[config.mk]
export PLATFORM = sky130hd
export DESIGN_NAME = regwp_guard
export DESIGN_NICKNAME = d
export VERILOG_FILES = /design/src/rtl/regwp_pkg.sv /design/src/rtl/regwp_key_fsm.sv /design/src/rtl/regwp_bank.sv /design/src/rtl/regwp_guard.sv
export SDC_FILE = /design/constraint.sdc
export NUM_CORES = 1
export LEC_CHECK = 0
export BUFFER_PORTS_ARGS = -buffer_cell sky130_fd_sc_hd__buf_4
export CAP_MARGIN = 30
export CORE_ASPECT_RATIO = 1.4
export CORE_UTILIZATION = 39
export CTS_BUF_LIST = sky130_fd_sc_hd__clkbuf_4 sky130_fd_sc_hd__clkbuf_8
export CTS_CLUSTER_SIZE = 30
export DETAILED_ROUTE_END_ITERATION = 12
export SYNTH_ARGS = -nofsm -noshare
export SYNTH_HDL_FRONTEND = slang
export SYNTH_SLANG_ARGS = --single-unit
[constraint.sdc]
create_clock -name clk -period 2.2 [get_ports clk]
set_input_delay 0.11 -clock clk [delete_from_list [all_inputs] [get_ports clk]]
set_output_delay 0.11 -clock clk [all_outputs]
set_load 0.02 [all_outputs]
[src/rtl/regwp_pkg.sv]
package regwp_pkg;

    typedef enum logic [1:0] {
        ST_LOCKED    = 2'd0,
        ST_KEY1_SEEN = 2'd1,
        ST_KEY2_SEEN = 2'd2,
        ST_OPEN      = 2'd3
    } guard_state_t;

    localparam logic [7:0] KEY_FIRST  = 8'h59;
    localparam logic [7:0] KEY_SECOND = 8'h16;
    localparam logic [7:0] KEY_THIRD  = 8'h88;
    localparam logic [7:0] KEY_RELOCK = 8'h00;

endpackage

[src/rtl/regwp_key_fsm.sv]
module regwp_key_fsm
    import regwp_pkg::*;
(
    input  logic         clk,
    input  logic         rst,
    input  logic         lock_wr,
    input  logic [7:0]   key_byte,
    output guard_state_t state,
    output logic         unlocked
);

    guard_state_t nxt;

    // state register
    always_ff @(posedge clk) begin
        if (rst) state <= ST_LOCKED;
        else     state <= nxt;
    end

    // transitions
    always_comb begin
        nxt = state;
        if (lock_wr) begin
            unique case (state)
                ST_LOCKED:
                    nxt = (key_byte == KEY_FIRST) ? ST_KEY1_SEEN : ST_LOCKED;
                ST_KEY1_SEEN:
                    if (key_byte == KEY_SECOND)     nxt = ST_KEY2_SEEN;
                    else if (key_byte == KEY_FIRST) nxt = ST_KEY1_SEEN;
                    else                            nxt = ST_LOCKED;
                ST_KEY2_SEEN:
                    if (key_byte == KEY_THIRD)      nxt = ST_OPEN;
                    else if (key_byte == KEY_FIRST) nxt = ST_KEY1_SEEN;
                    else                            nxt = ST_LOCKED;
                ST_OPEN:
                    nxt = (key_byte == KEY_RELOCK) ? ST_LOCKED : ST_OPEN;
                default: nxt = ST_LOCKED;
            endcase
        end
    end

    // outputs
    always_comb begin
        unique case (state)
            ST_OPEN: unlocked = 1'b1;
            default: unlocked = 1'b0;
        endcase
    end

endmodule

[src/rtl/regwp_bank.sv]
module regwp_bank #(
    parameter int                 N_REGS   = 4,
    parameter int                 DATA_W   = 32,
    parameter logic [DATA_W-1:0]  RST_BASE = '0,
    localparam int                IDX_W    = (N_REGS > 1) ? $clog2(N_REGS) : 1
) (
    input  logic              clk,
    input  logic              rst,
    input  logic              wr,
    input  logic [IDX_W-1:0]  idx,
    input  logic [DATA_W-1:0] wdata,
    output logic [DATA_W-1:0] q [N_REGS]
);

    for (genvar i = 0; i < N_REGS; i++) begin : g_reg
        always_ff @(posedge clk) begin
            if (rst)
                q[i] <= RST_BASE + DATA_W'(i);
            else if (wr && (idx == IDX_W'(i)))
                q[i] <= wdata;
        end
    end

endmodule

[src/rtl/regwp_guard.sv]
module regwp_guard
    import regwp_pkg::*;
#(
    parameter int                ADDR_W    = 8,
    parameter int                DATA_W    = 32,
    parameter int                N_PROT    = 4,
    parameter int                N_OPEN    = 2,
    parameter int                LOCK_ADDR = 'h00,
    parameter int                PROT_BASE = 'h10,
    parameter int                OPEN_BASE = 'h20,
    parameter logic [DATA_W-1:0] PROT_RST  = 32'hC0DE_0000
) (
    input  logic              clk,
    input  logic              rst,
    input  logic [ADDR_W-1:0] addr,
    input  logic              wr_en,
    input  logic [DATA_W-1:0] wr_data,
    input  logic              rd_en,
    output logic [DATA_W-1:0] rd_data,
    output logic              wr_blocked
);

    localparam int PIDX_W = (N_PROT > 1) ? $clog2(N_PROT) : 1;
    localparam int OIDX_W = (N_OPEN > 1) ? $clog2(N_OPEN) : 1;
    localparam logic [ADDR_W-1:0] LOCK_A  = ADDR_W'(LOCK_ADDR);
    localparam logic [ADDR_W-1:0] PROT_LO = ADDR_W'(PROT_BASE);
    localparam logic [ADDR_W-1:0] PROT_HI = ADDR_W'(PROT_BASE + N_PROT);
    localparam logic [ADDR_W-1:0] OPEN_LO = ADDR_W'(OPEN_BASE);
    localparam logic [ADDR_W-1:0] OPEN_HI = ADDR_W'(OPEN_BASE + N_OPEN);

    guard_state_t       state;
    logic               unlocked;
    logic               lock_hit, prot_hit, open_hit;
    logic [ADDR_W-1:0]  prot_off, open_off;
    logic [PIDX_W-1:0]  prot_idx;
    logic [OIDX_W-1:0]  open_idx;
    logic [DATA_W-1:0]  prot_q [N_PROT];
    logic [DATA_W-1:0]  open_q [N_OPEN];
    logic [DATA_W-1:0]  rd_next;

    assign lock_hit = (addr == LOCK_A);
    assign prot_hit = (addr >= PROT_LO) && (addr < PROT_HI);
    assign open_hit = (addr >= OPEN_LO) && (addr < OPEN_HI);
    assign prot_off = addr - PROT_LO;
    assign open_off = addr - OPEN_LO;
    assign prot_idx = prot_off[PIDX_W-1:0];
    assign open_idx = open_off[OIDX_W-1:0];

    regwp_key_fsm u_fsm (
        .clk      (clk),
        .rst      (rst),
        .lock_wr  (wr_en && lock_hit),
        .key_byte (wr_data[7:0]),
        .state    (state),
        .unlocked (unlocked)
    );

    regwp_bank #(.N_REGS(N_PROT), .DATA_W(DATA_W), .RST_BASE(PROT_RST)) u_prot (
        .clk   (clk),
        .rst   (rst),
        .wr    (wr_en && prot_hit && unlocked),
        .idx   (prot_idx),
        .wdata (wr_data),
        .q     (prot_q)
    );

    regwp_bank #(.N_REGS(N_OPEN), .DATA_W(DATA_W), .RST_BASE('0)) u_open (
        .clk   (clk),
        .rst   (rst),
        .wr    (wr_en && open_hit),
        .idx   (open_idx),
        .wdata (wr_data),
        .q     (open_q)
    );

    always_comb begin
        rd_next = '0;
        if (lock_hit)      rd_next = DATA_W'(unlocked);
        else if (prot_hit) rd_next = prot_q[prot_idx];
        else if (open_hit) rd_next = open_q[open_idx];
    end

    always_ff @(posedge clk) begin
        if (rst) begin
            rd_data    <= '0;
            wr_blocked <= 1'b0;
        end else begin
            if (rd_en) rd_data <= rd_next;
            wr_blocked <= wr_en && prot_hit && !unlocked;
        end
    end

endmodule

==> results.toml <==
[status]
status = "finished, final reports clean"

[synth]
synthesis.nets = 954
synth-seq-cells = 227
ys_seq_area_frac = 0.4797
synth-main-ff-cell = "dfxtp_1"
synth_edf_count = 0
yosysWarnings = 0
ys_types = 37
postSynthAreaPerCell_um2 = 10.41
syn_inst = 910
synth_area_leader_cell = "dfxtp_1"
synthArstFlopShare = 0
syn-cell-area_um2 = 9473
synth_top_area_share = 0.4797
synthTopCellsByArea = "dfxtp_1 (48%), mux2i_1 (17%), mux4_2 (7.6%), nor2_1 (6.2%), a22o_1 (2.9%)"

[clock_tree]
htree_levels = 2
cts_made_buffers = 37
clock-root-buffer = "clkbuf_8"
cts_resized = 0
cts_sinks = 227
cts_tree = "done"
clk-insertion-delay-late_ns = 0.53
clk_path_buf_depth = 3
clk_pin_slew_worst_paths_ns = 0.06

[grt]
grt_antenna_before_repair = 0
grt-ovfl-total = 0
grt_usage = 0.1891
grt_max_degree = 77
grt_pass1_wl_um = 37180
grt_pass1_vias = 6820

[sta]
hold_viol_final = 0
fin_skew_ns = 0.02019
rsz0062_at_grt = "no"
tightest_slew_ns = 0.8119
report.final.slew_viol_count = 0
max_freq_mhz = 558.1
timing.slew.headroom = 0.4587
setup-tns-final_ns = 0
holdWs_ns = 0.1101
fin_crit_sh = 0.8144
fin_crit_ns = 1.792
setup_violations = 0

[detailed_routing]
first_iter_violations = 384
vias = 7009
ant_nets = 0
via_per_inst = 5.258
routed_wirelength_um = 23460
drc = 0
dr.pass1.iters = 6
wl_per_cell_um = 17.60

[floorplanning]
start_util = 0.3965
fp-row-count = 67
die_area_um2 = 24930
fp.dieW_um = 133.7
core_area_um2 = 23890
io_pins = 77
die_y_um = 186.4

[placed_design]
place_congestion = 0.7282
dp.final_hpwl_um = 13430
io_buffers = 76

[setup_path]
crit_family = "flip-flops"
cpMaxStageDelayCell = "dfxtp_1"
cp.required_ns = 2.60
cp_max_fo = 40
crit_arrival_ns = 2.19
cp_cell_sequence = "nor4bb_1 > nand4_1 > buf_4 > a211o_1"
critPathMaxStageDelay_ns = 0.49
critPathLaunchType = "flip-flop"
crit_type = "reg2reg"
cp-end-kind = "flip-flop"
crit_buf_inv = 1

[power]
p_per_area_nw_per_um2 = 709.9
ir_drop_mv = 0.4298
p_leak_uw = 0.004967

[final_layout]
drive_gt1_frac = 0.1916
final_common_cell = "dfxtp_1"
mostFrequentLayoutCells = "dfxtp_1 (227), mux2i_1 (165), nor2_1 (155)"
final_core_util = 0.4775
synthToLayoutAreaGrowth_pct = 20.42
nFillCells = 2287
num_antenna_cells = 0
nets = 1046

[flow_run]
max_cap_violations = 0

[hold_path]
holdCritPathClass = "in2reg"
==> metal layers <==
| layer | part of all wire | global-route usage |
|---|---|---|
| met2 | 0.51 | 0.3286 |
| met3 | 0.040 | 0.03613 |
| met1 | 0.43 | 0.2318 |
| met5 | 0 | 0 |
| met4 | 0.021 | 0.06294 |
==> power by group <==
part	switching [µW]	total (µW)	internal (µW)
clock network	1590	3560	1960
registers	1.90	4120	4110
logic	250	424	174
==> final cells by class <==
class                      count  area (µm²)  area share
clock buffer                  56       683.2     0.05989
clock inverter                 4       22.52    0.001974
inverter                      12       45.04    0.003949
multi-input combinational    592        4551      0.3989
sequential                   227        4544      0.3984
tap                          310       387.9     0.03400
timing repair buffer         132        1174      0.1029
==> path summary, 6_finish.rpt <==
check	cells after the start	slack [ns]	to	startpoint
min	5	0.11	rd_data[0]	addr[5]
min reg2reg	1	0.45	u_prot.q[62]	u_prot.q[62]
max	4	0.41	u_prot.q[114]	u_fsm.state[1]
max reg2reg	4	0.41	u_prot.q[114]	u_fsm.state[1]
==> worst min-delay path: stages <==
cell,delay (ns)
buf_4,0.14
nand3_1,0.08
o21ai_0,0.07
a221oi_1,0.07
nor3_1,0.12
==> cell usage after synthesis (3+ instances only) <==
library cell and count:
a211o_1 27, clkbuf_1 52, a21oi_1 33, and4b_1 3
o2bb2ai_1 31, nand3_1 4, mux2i_1 165, nor3b_1 3
a22o_1 31, nand2b_1 11, buf_2 18, dfxtp_1 227
nand2_1 64, buf_1 5, buf_6 3, nor2b_1 3
inv_1 12, nand4_1 7, nor2_1 157, mux4_2 32
==> per-stage QoR <==
step	instance area (µm²)	total power, µW	cells	worst slack (ns)
after floorplan	9473	4402	910	0.5326
after global placement	10340	4584	1237	0.2988
after detailed placement	10350	4586	1238	0.3113
after CTS	11410	8212	1333	0.4004
after global routing	11410	8426	1333	0.2964
final	11410	8098	1333	0.4083
==> state kept, by name, summed over array words and instances (netlist names) <==
signal / cells
u_prot.q: 128
u_open.q: 64
rd_data: 32
u_fsm.state: 2
wr_blocked: 1
==> kinds of logic (layout without fill, tap and decap cells) <==
logic type,Yosys count,after routing,share of synthesized area
mux,197,197,0.2504
simple gates,266,266,0.1239
buf+inv,91,204,0.04095
compound gates,129,129,0.1050
flops,227,227,0.4797
==> timing repair <==
| item | CTS | global route |
|---|---|---|
| endpoints found under the setup margin | 0 | 0 |
| hold endpoints to repair | 196 | 0 |
| hold buffers | 35 | 0 |
| setup buffers | 0 | 0 |
No activity file was read; power rests on OpenSTA's default activity.
